**src/rtl/hmc_seq.sv**
```systemverilog
module hmc_seq #(
  parameter int DW      = 16,
  parameter int RW      = 4,
  parameter int AW      = 5,
  parameter int ALU_LAT = 2
) (
  input  logic          clk,
  input  logic          rst_n,
  input  logic          start,
  input  logic [AW-1:0] entry,
  input  logic          ld_en,
  input  logic [RW-1:0] ld_idx,
  input  logic [DW-1:0] ld_data,
  input  logic [RW-1:0] rd_idx,
  output logic [DW-1:0] rd_data,
  output logic          busy,
  output logic          done,
  output logic          err
);
  localparam int NREG = 1 << RW;
  localparam int UW   = 9 + RW;
  localparam int CW   = $clog2(ALU_LAT + 1);
  localparam int SW   = $clog2(2 * DW);

  localparam logic [2:0] A_ADD = 3'b001, A_SUB = 3'b010, A_SHL = 3'b011, A_CONT = 3'b111;
  localparam logic [1:0] R_RD = 2'b01, R_WR = 2'b10, R_RSV = 2'b11;

  function automatic logic [UW-1:0] w(input logic o1, input logic o2, input logic [2:0] al,
                                      input logic r1, input logic r2, input logic [1:0] rop,
                                      input int idx);
    return {o1, o2, al, r1, r2, rop, RW'(idx)};
  endfunction

  function automatic logic [UW-1:0] ucode(input logic [AW-1:0] a);
    case (a)
      5'd0:  ucode = w(1, 0, 3'b000, 0, 0, R_RD, 4);
      5'd1:  ucode = w(0, 1, 3'b000, 0, 0, R_RD, 13);
      5'd2:  ucode = w(0, 0, A_ADD,  0, 0, 2'b00, 0);
      5'd3:  ucode = w(0, 0, A_CONT, 0, 0, 2'b00, 0);
      5'd4:  ucode = w(0, 0, 3'b000, 0, 1, R_WR, 4);
      5'd6:  ucode = w(1, 0, 3'b000, 0, 0, R_RD, 5);
      5'd7:  ucode = w(0, 1, 3'b000, 0, 0, R_RD, 6);
      5'd8:  ucode = w(0, 0, A_SUB,  0, 0, 2'b00, 0);
      5'd9:  ucode = w(1, 0, A_CONT, 0, 0, R_RD, 7);
      5'd10: ucode = w(0, 0, 3'b000, 0, 1, R_WR, 2);
      5'd11: ucode = w(0, 0, 3'b000, 1, 0, R_WR, 3);
      5'd13: ucode = w(1, 0, 3'b000, 0, 0, R_RD, 8);
      5'd14: ucode = w(0, 1, 3'b000, 0, 0, R_RD, 9);
      5'd15: ucode = w(0, 0, A_SHL,  0, 0, 2'b00, 0);
      5'd16: ucode = w(0, 0, A_CONT, 0, 0, 2'b00, 0);
      5'd17: ucode = w(0, 0, 3'b000, 1, 0, R_WR, 10);
      5'd18: ucode = w(0, 0, 3'b000, 0, 1, R_WR, 11);
      5'd20: ucode = w(1, 0, 3'b000, 0, 0, R_RD, 1);
      5'd21: ucode = w(0, 1, 3'b000, 0, 1, R_RD, 0);
      5'd22: ucode = w(0, 0, 3'b000, 0, 1, R_WR, 15);
      5'd23: ucode = w(1, 0, 3'b000, 0, 0, R_RD, 1);
      5'd24: ucode = w(0, 0, 3'b000, 0, 1, R_RSV, 14);
      default: ucode = '0;
    endcase
  endfunction

  function automatic logic [2*DW-1:0] alu_f(input logic [2:0] sel, input logic [DW-1:0] a,
                                            input logic [DW-1:0] b);
    logic [2*DW-1:0] xa, xb;
    xa = {{DW{1'b0}}, a};
    xb = {{DW{1'b0}}, b};
    case (sel)
      A_ADD:   alu_f = xa + xb;
      A_SUB:   alu_f = xa - xb;
      A_SHL:   alu_f = xa << b[SW-1:0];
      default: alu_f = '0;
    endcase
  endfunction

  logic            run;
  logic [AW-1:0]   upc;
  logic [DW-1:0]   rf [NREG];
  logic [DW-1:0]   op1, op2, res1, res2, alu_a, alu_b;
  logic [2:0]      alu_sel;
  logic [CW-1:0]   alu_cnt;

  logic [UW-1:0]   uw;
  logic            f_o1, f_o2, f_r1, f_r2;
  logic [2:0]      f_alu;
  logic [1:0]      f_rop;
  logic [RW-1:0]   f_idx;
  logic            d_rd, conflict, alu_go, alu_fin;
  logic [DW-1:0]   bus;

  assign uw = run ? ucode(upc) : '0;
  assign {f_o1, f_o2, f_alu, f_r1, f_r2, f_rop, f_idx} = uw;
  assign d_rd     = f_rop == R_RD;
  assign conflict = (d_rd & f_r1) | (d_rd & f_r2) | (f_r1 & f_r2);
  assign bus      = d_rd ? rf[f_idx] : f_r1 ? res1 : f_r2 ? res2 : '0;
  assign alu_go   = f_alu == A_ADD || f_alu == A_SUB || f_alu == A_SHL;
  assign alu_fin  = f_alu == A_CONT && alu_cnt == CW'(1);

  assign rd_data = rf[rd_idx];
  assign busy    = run;

  always_ff @(posedge clk or negedge rst_n) begin
    if (!rst_n) begin
      run  <= 1'b0;
      upc  <= '0;
      done <= 1'b0;
      err  <= 1'b0;
    end else if (!run) begin
      if (start) begin
        run  <= 1'b1;
        upc  <= entry;
        done <= 1'b0;
        err  <= 1'b0;
      end
    end else if (conflict) begin
      run  <= 1'b0;
      done <= 1'b1;
      err  <= 1'b1;
    end else if (uw == '0) begin
      run  <= 1'b0;
      done <= 1'b1;
    end else begin
      upc <= upc + AW'(1);
    end
  end

  always_ff @(posedge clk or negedge rst_n) begin
    if (!rst_n) begin
      for (int i = 0; i < NREG; i++) rf[i] <= '0;
    end else if (!run) begin
      if (ld_en) rf[ld_idx] <= ld_data;
    end else if (!conflict && f_rop == R_WR) begin
      rf[f_idx] <= bus;
    end
  end

  always_ff @(posedge clk or negedge rst_n) begin
    if (!rst_n) begin
      op1     <= '0;
      op2     <= '0;
      res1    <= '0;
      res2    <= '0;
      alu_a   <= '0;
      alu_b   <= '0;
      alu_sel <= '0;
      alu_cnt <= '0;
    end else if (run && !conflict) begin
      if (f_o1) op1 <= bus;
      if (f_o2) op2 <= bus;
      if (alu_go) begin
        alu_a   <= op1;
        alu_b   <= op2;
        alu_sel <= f_alu;
        if (ALU_LAT == 1) {res1, res2} <= alu_f(f_alu, op1, op2);
        else alu_cnt <= CW'(ALU_LAT - 1);
      end else if (f_alu == A_CONT && alu_cnt != '0) begin
        alu_cnt <= alu_cnt - CW'(1);
        if (alu_fin) {res1, res2} <= alu_f(alu_sel, alu_a, alu_b);
      end
    end
  end

  a_r1_busy_done_excl: assert property (@(posedge clk) disable iff (!rst_n) !(busy && done));
  a_r2_idle_load: assert property (@(posedge clk) disable iff (!rst_n)
    (!run && ld_en) |=> rf[$past(ld_idx)] == $past(ld_data));
  a_r4_conflict_halt: assert property (@(posedge clk) disable iff (!rst_n)
    (run && conflict) |=> (!run && done && err));
  a_r5_zero_halts: assert property (@(posedge clk) disable iff (!rst_n)
    (run && uw == '0) |=> (!run && done && !err));
  a_r5_start_entry: assert property (@(posedge clk) disable iff (!rst_n)
    (!run && start) |=> (run && upc == $past(entry) && !done));
  a_r6_operands_held: assert property (@(posedge clk) disable iff (!rst_n)
    (run && f_alu == A_CONT && !conflict) |=> $stable(alu_a) && $stable(alu_b));
  a_r8_reserved_keeps: assert property (@(posedge clk) disable iff (!rst_n)
    (run && f_rop == R_RSV) |=> rf[$past(f_idx)] == $past(rf[f_idx]));
endmodule

```
**config.mk**
```make
export PLATFORM = sky130hd
export DESIGN_NAME = hmc_seq
export DESIGN_NICKNAME = d
export VERILOG_FILES = /design/src/rtl/hmc_seq.sv
export SDC_FILE = /design/constraint.sdc
export NUM_CORES = 1
export LEC_CHECK = 0
export BUFFER_PORTS_ARGS = -buffer_cell sky130_fd_sc_hd__buf_2
export CORE_MARGIN = 5
export CORE_UTILIZATION = 47
export CTS_BUF_LIST = sky130_fd_sc_hd__clkbuf_4 sky130_fd_sc_hd__clkbuf_8 sky130_fd_sc_hd__clkbuf_16
export CTS_CLUSTER_SIZE = 12
export DETAILED_ROUTE_END_ITERATION = 10
export PLACE_DENSITY_LB_ADDON = 0.2
export SETUP_SLACK_MARGIN = 0.3
export SKIP_CTS_REPAIR_TIMING = 1
export SLEW_MARGIN = 10
export SYNTH_ARGS = -nofsm -noshare
export SYNTH_HDL_FRONTEND = slang
export SYNTH_SLANG_ARGS = --single-unit
export TNS_END_PERCENT = 100
```
**constraint.sdc**
```tcl
create_clock -name clk -period 3.1 [get_ports clk]
set_clock_uncertainty 0.15 [all_clocks]
set_input_delay 0.155 -clock clk [delete_from_list [all_inputs] [get_ports clk]]
set_output_delay 0.155 -clock clk [all_outputs]
set_load 0.01 [all_outputs]
```
==> reports/summary.txt <==
max incr delay on CP = 0.41 ns
largest family of logic cells by synthesized area = compound AO/OA/AOI/OAI gates
ys async rst share = 100%
Critical Path Start Type = flip-flop
Setup TNS = -0.181 ns
WL/cell = 27.3 um
critical-path cell list = buf_6 -> ha_4 -> mux2_2 -> o211ai_1 -> and2_4 -> mux2i_2 -> o22ai_2 -> a21oi_2 -> a41o_4 -> clkbuf_16 -> o22ai_2
Clk pin slew, worst setup/hold paths = 0.06 ns
Setup crit end kind = flip-flop
failing checks = negative setup slack
Slew Viols, Final = 0
largest net degree at the start of global routing = 76
Synthesis Warnings = 0
Lkg Pwr = 13.5 nW
Starting Density = 47.3%
Main synth FF type = dfrtp_1
Crit-path slowest cell = dfrtp_1
CP Data Required Time = 3.41 ns
Placeable Area = 50000 um2
io pins = 52
Clk Tree Root Cell = clkbuf_16
TritonCTS Buffers = 43
Max Root-Sink Buffers = 3
1st-pass router iterations = 6
area grow syn2layout = 34.0%
compound-cell area share of the yosys netlist = 20.1%
Syn Inst Count = 2640
Most Frequent Cell on Critical Path = o22ai_2
Crit Path Max Fanout = 8
flops & latches, synth = 365
Die Y = 234 um
simple-gate share of the synthesized area = 18.6%
Global Route Usage Sum = 31.0%
DR DRC count = 0
status = finished, violations left
count of final setup violators = 8
fin util = 63.4%
Clk Latency, worst-skew pair = 0.59 ns
CTS Sinks = 365
FILL cells = 4081
hpwl dp = 61000 um
Post-synth EDFFs = 0
Mapped Area = 23600 um2
first-pass GRT wire length = 132000 um
Synth Area in Adders = 2.66%
Rel. slew slack = 40.1%
total gr overflow = 0
Final Wtd Congestion = 0.982
num rows = 82
most frequent cells in the layout = nand2_1 (448), dfrtp_1 (359), buf_4 (209)
Worst EP arrival = 3.45 ns
CTS tree = built
FF-to-FF setup slack = -0.04 ns
IO buf count = 51
syn nets = 2722
Reg2Reg Depth = 11
Synth cell types = 86
RSZ-0062 raised after global routing = true
Post-Syn Area per Cell = 8.96 um2
Synth Area in XOR/XNOR = 0.296%
WS Path Type = reg2reg
Worst Tran Pin Value = 0.899 ns
worst setup margin = -0.0399 ns
via-per-instance ratio = 6.60
commonest non-fill, non-tap cell in the layout = nand2_1
initial antenna violation count = 2
part of the cycle the worst path needs = 101%
fin nets = 2980
Initial DRC Count = 3043
Antenna Nets Post-Route = 0
ratio of cells with drive above 1 in the final layout = 31.3%
minimum clock period = 3.14 ns
Seq/Total Area, Yosys = 38.6%
worst vdd ir = 0.000583 V
PwrDens = 1230 nW/um2
number of max-cap violations = 0
FMAX = 0.318 GHz
Worst Hold Class = in2async
Die Area = 54900 um2
via count = 23800
die width = 234 um
H-tree depth = 2
drt total wl = 98300 um
endpoints failing hold = 0
vias in the first global route = 21500
post-synthesis mux area share = 14.3%
## sequential cells by signal (all words and copies together) (netlist names)
signal / count
alu_sel: 3
res1: 16
alu_a: 16
alu_cnt: 2
err: 1
upc: 5
op1: 16
alu_b: 16
op2: 16
busy: 1
rf: 256
done: 1
res2: 16
## layout make-up
cell class / instances / area [um2] / area share (%)
Tap cell: 672 / 841 / 2.65
Antenna cell: 1 / 2.50 / 0.00790
Inverter: 59 / 226 / 0.715
Multi-Input combinational cell: 1981 / 15000 / 47.3
Clock buffer: 61 / 1290 / 4.07
Sequential cell: 365 / 9140 / 28.8
Timing Repair Buffer: 448 / 5000 / 15.8
Clock inverter: 13 / 196 / 0.620
## cells in the mapped netlist (all sizes together), types with 5 or more instances
library cell	n	area, um2
xnor2	5	43.8
nand2b	26	170
and3	9	66.3
clkbuf	121	454
ha	47	588
a221o	8	80.1
o21ai	172	872
o22a	7	61.3
a31oi	25	156
a222oi	13	130
nor3	22	145
o22ai	113	707
a21o	7	52.6
a311oi	10	129
nand3	194	983
nand2	463	1740
buf	116	604
or3	5	31.3
nor2b	20	128
o21a	122	916
a41o	14	140
o221ai	9	78.8
nor3b	6	45.0
mux2i	85	851
a211oi	10	75.1
mux2	56	631
dfrtp	365	9130
inv	59	221
a32oi	5	43.8
o31ai	54	405
nand4	6	37.5
mux4	84	1890
a21oi	54	289
a22o	12	105
a221oi	5	43.8
a22oi	8	60.1
nor2	232	940
o211ai	23	173
## critical path: cells and delay by family (launching register included)
family / cells / cell delay (ns)
simple gates: 1 / 0.33
buf+inv: 2 / 0.32
mux: 2 / 0.56
compound gates: 5 / 1.07
flops: 1 / 0.41
fa+ha+maj: 1 / 0.16
## through the flow
| stage | hold slack, ns | power, mW | area [um2] | std cells | setup slack, ns |
|---|---|---|---|---|---|
| after floorplan | -0.291 | 19.2 | 24100 | 2640 | 0.0743 |
| after global placement | 0.0554 | 26.6 | 26600 | 3391 | -0.371 |
| after detailed placement | 0.0648 | 27.0 | 26600 | 3391 | -0.396 |
| after CTS | -0.546 | 32.5 | 28100 | 3465 | -0.431 |
| after global routing | 0.0944 | 40.4 | 31700 | 3599 | -0.0781 |
| final | 0.0116 | 38.9 | 31700 | 3600 | -0.0399 |
## final timing paths
check / startpoint / endpoint
setup / recovery: upc[0] / rf[202]
hold / removal: rst_n / rf[145]
setup reg to reg: upc[0] / rf[202]
hold reg to reg: op2[1] / op2[1]
max in group asynchronous: rst_n / busy
min in group clk: ld_idx[1] / rf[201]
## kinds of logic (layout without fill, tap and decap cells)
group,after synthesis,in the layout
flip-flops,365,365
buffers and inverters,296,581
adder cells (fa/ha/maj),49,49
AND/OR/NAND/NOR,1000,1000
XOR/XNOR,8,8
multiplexers,225,225
AO/OA/AOI/OAI,697,699
other,0,1
## routing by layer
metal  vias up  GRT usage (%)  share of wire [%]
li1      10100              -                  -
met1     11800           42.6                 38
met2      1490           48.8                 46
met3       419           5.44                9.4
met4         2           12.8                7.2
met5         -              0              0.020
## power breakdown
part           total [mW]  leakage (nW)  switching [mW]  internal (mW)
clock                5.40         0.750            2.10           3.30
combinational        25.5          7.94            14.2           11.3
sequential           8.00          4.80            1.57           6.42
total                38.9          13.5            17.8           21.0
Note: power is estimated with default switching activity, not from simulation.
